## src/rtl/hs_pkg.sv

```systemverilog
package hs_pkg;
  typedef logic [3:0] bcd_digit_t;

  function automatic bcd_digit_t clean_digit(input bcd_digit_t d);
    return (d > 4'd9) ? 4'd0 : d;
  endfunction
endpackage

```

## src/rtl/hs_dual_mod_div.sv

```systemverilog
module hs_dual_mod_div #(
  parameter int DIV_HI  = 41,
  parameter int DIV_LO  = 40,
  parameter int SEQ_LEN = 25,
  parameter int LO_SLOT = 24
) (
  input  logic clk,
  input  logic rst,
  input  logic en,
  input  logic restart,
  output logic tick
);
  localparam int CNT_W = $clog2(DIV_HI);
  localparam int SEQ_W = $clog2(SEQ_LEN);

  logic [CNT_W-1:0] cnt;
  logic [SEQ_W-1:0] seq;
  logic [CNT_W-1:0] last;
  logic             lo_now;
  logic             wrap;

  assign lo_now = (seq == SEQ_W'(LO_SLOT));
  assign last   = lo_now ? CNT_W'(DIV_LO - 1) : CNT_W'(DIV_HI - 1);
  assign wrap   = en && (cnt == last);

  always_ff @(posedge clk) begin
    if (rst || restart) begin
      cnt  <= '0;
      seq  <= '0;
      tick <= 1'b0;
    end else begin
      tick <= wrap;
      if (en) begin
        if (wrap) begin
          cnt <= '0;
          seq <= (seq == SEQ_W'(SEQ_LEN - 1)) ? '0 : seq + 1'b1;
        end else begin
          cnt <= cnt + 1'b1;
        end
      end
    end
  end

  a_r2_cnt_bound: assert property (@(posedge clk) disable iff (rst)
    cnt <= CNT_W'(DIV_HI - 1));
  a_r2_seq_bound: assert property (@(posedge clk) disable iff (rst)
    seq <= SEQ_W'(SEQ_LEN - 1));
  a_r1_single_pulse: assert property (@(posedge clk) disable iff (rst)
    tick |=> !tick);
  a_r8_restart_quiet: assert property (@(posedge clk) disable iff (rst)
    restart |=> !tick);
  a_r4_idle_hold: assert property (@(posedge clk) disable iff (rst)
    (!en && !restart) |=> ($stable(cnt) && !tick));
endmodule

```

## src/rtl/hs_bcd_digit.sv

```systemverilog
module hs_bcd_digit
  import hs_pkg::*;
(
  input  logic       clk,
  input  logic       rst,
  input  logic       inc,
  input  logic       load,
  input  bcd_digit_t load_val,
  output bcd_digit_t val,
  output logic       wrap
);
  assign wrap = inc && (val == 4'd9);

  always_ff @(posedge clk) begin
    if (rst)       val <= 4'd0;
    else if (load) val <= clean_digit(load_val);
    else if (inc)  val <= (val == 4'd9) ? 4'd0 : val + 4'd1;
  end

  a_r9_digit_range: assert property (@(posedge clk) disable iff (rst)
    val <= 4'd9);
  a_r5_digit_hold: assert property (@(posedge clk) disable iff (rst)
    (!inc && !load) |=> $stable(val));
endmodule

```

## src/rtl/hs_tick_gen.sv

```systemverilog
module hs_tick_gen
  import hs_pkg::*;
#(
  parameter int DIV_HI  = 41,
  parameter int DIV_LO  = 40,
  parameter int SEQ_LEN = 25,
  parameter int LO_SLOT = 24,
  parameter int NDIG    = 2
) (
  input  logic              clk,
  input  logic              rst,
  input  logic              en_4k,
  input  logic              load_valid,
  output logic              load_ready,
  input  logic [4*NDIG-1:0] load_value,
  output logic              tick_100,
  output logic [4*NDIG-1:0] hundredths,
  output logic              sec_carry
);
  logic            load_fire;
  logic [NDIG:0]   inc_chain;

  assign load_ready = 1'b1;
  assign load_fire  = load_valid;

  hs_dual_mod_div #(
    .DIV_HI (DIV_HI),
    .DIV_LO (DIV_LO),
    .SEQ_LEN(SEQ_LEN),
    .LO_SLOT(LO_SLOT)
  ) u_div (
    .clk    (clk),
    .rst    (rst),
    .en     (en_4k),
    .restart(load_fire),
    .tick   (tick_100)
  );

  assign inc_chain[0] = tick_100 && !load_fire;

  for (genvar g = 0; g < NDIG; g++) begin : g_digit
    hs_bcd_digit u_digit (
      .clk     (clk),
      .rst     (rst),
      .inc     (inc_chain[g]),
      .load    (load_fire),
      .load_val(load_value[4*g +: 4]),
      .val     (hundredths[4*g +: 4]),
      .wrap    (inc_chain[g+1])
    );
  end

  always_ff @(posedge clk) begin
    if (rst) sec_carry <= 1'b0;
    else     sec_carry <= inc_chain[NDIG];
  end

  a_r6_carry_zero: assert property (@(posedge clk) disable iff (rst)
    sec_carry |-> (hundredths == '0));
  a_r6_carry_after_tick: assert property (@(posedge clk) disable iff (rst)
    sec_carry |-> $past(tick_100));
  a_r6_carry_single: assert property (@(posedge clk) disable iff (rst)
    sec_carry |=> !sec_carry);
  a_r8_ready_high: assert property (@(posedge clk) disable iff (rst)
    load_ready);
endmodule

```

## config.mk

```make
export PLATFORM = sky130hd
export DESIGN_NAME = hs_tick_gen
export DESIGN_NICKNAME = d
export VERILOG_FILES = /design/src/rtl/hs_pkg.sv /design/src/rtl/hs_dual_mod_div.sv /design/src/rtl/hs_bcd_digit.sv /design/src/rtl/hs_tick_gen.sv
export SDC_FILE = /design/constraint.sdc
export NUM_CORES = 1
export LEC_CHECK = 0
export BUFFER_PORTS_ARGS = -buffer_cell sky130_fd_sc_hd__buf_4
export CORE_ASPECT_RATIO = 2
export CORE_MARGIN = 10
export CORE_UTILIZATION = 27
export CTS_BUF_LIST = sky130_fd_sc_hd__clkbuf_8 sky130_fd_sc_hd__clkbuf_16
export DETAILED_ROUTE_END_ITERATION = 8
export SKIP_CTS_REPAIR_TIMING = 1
export SYNTH_ARGS = -nofsm -noshare
export SYNTH_HDL_FRONTEND = slang
export SYNTH_SLANG_ARGS = --single-unit
```

## constraint.sdc

```tcl
create_clock -name clk -period 1.65 [get_ports clk]
set_input_delay 0.33 -clock clk [delete_from_list [all_inputs] [get_ports clk]]
set_output_delay 0.33 -clock clk [all_outputs]
set_load 0.02 [all_outputs]
```

==> key figures <==
Floorplan
  – Number of placement rows: 33
  – Initial standard-cell utilization of the core: approximately 28%
  – Core box area: between 4000 and 5000 sq um
  – Width of the die: 66.2 um
  – Die area: about 7400 sq um
  – Number of top-level pins: 23
  – Die Y: approximately 110 um

Logic synthesis
  – Number of synthesized flops with an enable pin: 0
  – Share of flip-flops with an asynchronous set or reset after synthesis: 0%
  – Post-Synthesis Cells: roughly 130
  – Flop and latch count out of synthesis: 21
  – Synth unique cells: 46
  – Leading area contributor after synthesis: dfxtp_1
  – Number of synthesis warnings: 0
  – Synthesized area per cell: around 8.8 sq um
  – Synth top area share: a little over a third
  – Net count after synthesis: between 100 and 150
  – Cell area after synthesis: around 1200 sq um
  – Primary FF master, synth: dfxtp_1
  – Leading post-synthesis cells by cell area: dfxtp_1 36%, o21ai_0 3.9%, xor2_1 3.8%, ha_1 3.3%, nand2_1 3.3%
  – Share of synthesized area occupied by flip-flops and latches: about 36%

Final layout
  – Area overhead of the layout relative to synthesis: 29.7%
  – Filler cells: ~460
  – Antenna cell count: 0
  – Total number of nets in the final design: around 180
  – Commonest cells after routing, fill and taps aside: 32 x buf_4, 21 x dfxtp_1, 10 x nor2_1, 10 x nand2_1, 9 x o21ai_0
  – Leading cell type in the layout, fill and taps excluded: buf_4
  – Share of cells above drive strength 1: between 20 and 30%

GRT
  – Antenna violations before repair: 0
  – Wire length of the first global-routing pass: roughly 4.8 mm
  – Grt ovf: 0
  – All-Layer GR Usage: 7.95%
  – Largest net degree at the start of global routing: 13
  – Vias in the first global route: 1109

Power
  – Worst vdd rail ir drop: 0.000419 V
  – Static leakage power: a little over 0.6 nW
  – Post-layout power: 992 uW
  – Power per cell area: 663 nW/um^2

Timing
  – Count of final setup violators: 0
  – Total count of max-transition violations in the final report: 0
  – Final worst-path cycle share: approximately 95%
  – Post-Route Setup TNS: 0 ns
  – Worst hold slack: ~0.32 ns
  – Number of hold-slack violations in the final timing report: 0
  – Minimum clock period: around 1.6 ns
  – Setup repair after global routing missed its margin: false
  – Skew final: approximately 0.0018 ns
  – Fmax achieved: 641 MHz

Setup path
  – Type of the worst setup path: reg -> reg
  – Kind of end point of the critical path: register
  – Worst setup SP type: register
  – Worst path arrival time: around 1.8 ns
  – CP max stage delay: roughly 0.38 ns
  – Critical-path maximum fanout: 8
  – CP max stage cell: a211o_4
  – Number of buffers and inverters on the critical path: 1
  – Ordered cell list for the critical path: inv_1 > ha_4 > nand4b_4 > mux2_4 > a211o_4 > o22ai_2
  – Data required time at the worst endpoint: between 1.5 and 2 ns
  – Cell type group with the largest total delay on the critical path: compound AO/OA/AOI/OAI gates

Clock tree
  – Cts bufs inserted: 3
  – CTS HTree Levels: 1
  – Clock Latency Late Sink: approximately 0.26 ns
  – Clock transition at the register clock pins on the worst setup and hold paths after CTS: approximately 0.080 ns
  – Maximum root-to-sink buffer count: 2
  – Clock tree from TritonCTS: built
  – Clock Sinks: 21
  – Clk root buf: clkbuf_8

Detailed routing
  – Via count: 1054
  – Post-DRT Antenna Nets: 0
  – Post-route DRC: 0
  – Number of violations reported at the end of detailed-routing iteration 0: 30
  – Number of search-and-repair iterations in the first detailed-routing pass: 4
  – Routed wire length per instance: 12.9 um
  – Vias per std cell: ~4.9
  – Total wire length: between 2 and 3 mm

Hold path
  – Worst min-delay path class: in -> reg

Run
  – Number of max-cap violations: 0

Placed design
  – Gp weighted congestion: 0.759
  – Placed wire-length estimate after detailed placement: between 2 and 2.5 mm
  – Number of port buffers: 21

Run status
  – Run status: completed
==> worst min-delay path: stages <==
cell     delay, ns
buf_4         0.08
a31oi_1       0.06
nor2_1        0.07
==> report_power, final <==
part | total (mW) | switching, mW | leakage (nW) | internal, mW
logic | 0.124 | 0.0647 | 0.407 | 0.0592
registers | 0.532 | 0.0138 | 0.171 | 0.518
clock network | 0.337 | 0.171 | 0.0269 | 0.166
==> synth_stat cells, types with 3 or more instances <==
cell type  number
nand4_1         3
a21oi_1         5
xnor2_1         4
nor3_1          3
nor2_1         10
o21ai_0         9
xor2_1          5
nand2_1        10
dfxtp_1        21
nor2b_1         3
nand3_1         5
a211oi_1        4
mux2i_1         3
ha_1            3
inv_1           7
==> kinds of logic after synthesis <==
kind of cell	after synthesis	synth area share, %
multiplexers	4	3.90
XOR/XNOR	9	6.83
other	1	0.325
adder cells (fa/ha/maj)	3	3.25
AO/OA/AOI/OAI	29	18.0
buffers and inverters	12	4.34
flip-flops	21	36.4
AND/OR/NAND/NOR	52	26.9
==> flip-flops by register name (all words and copies together) (netlist names) <==
| name | flops |
|---|---|
| g_digit.u_digit.val | 8 |
| u_div.cnt | 6 |
| u_div.seq | 5 |
| sec_carry | 1 |
| u_div.tick | 1 |
==> through the flow <==
step                      instance area [sq um]  util [%]  setup slack (ns)  std cells
after floorplan                            1150         -            0.0620        131
after global placement                     1440      34.8            0.0493        211
after detailed placement                   1440      34.8            0.0158        211
after CTS                                  1480      35.9           0.00122        215
after global routing                       1500      36.2            0.0102        215
final                                      1500      36.2            0.0897        215
==> final timing paths <==
path              depth (start not counted)          start  slack (ns)                        end
setup / recovery                          6   u_div.seq[1]        0.09               u_div.seq[3]
hold / removal                            3  load_value[0]        0.32  g_digit[0].u_digit.val[0]
setup reg to reg                          6   u_div.seq[1]        0.09               u_div.seq[3]
hold reg to reg                           2   u_div.seq[0]        0.51               u_div.seq[0]
==> layout make-up <==
class	count	area, sq um	share of cell area [%]
inverter	8	30.0	2.01
sequential	21	420	28.1
tap	52	65.1	4.35
clock inverter	1	3.75	0.251
clock buffer	3	41.3	2.76
multi-input combinational	98	696	46.5
timing repair buffer	32	240	16.1
==> per-layer routing <==
layer	track usage (%)	part of all wire, %
met1	7.03	38
met2	15.2	55
met3	1.79	5.0
met4	4.64	2.4
met5	0	0
Note: power is estimated with default switching activity, not from simulation.
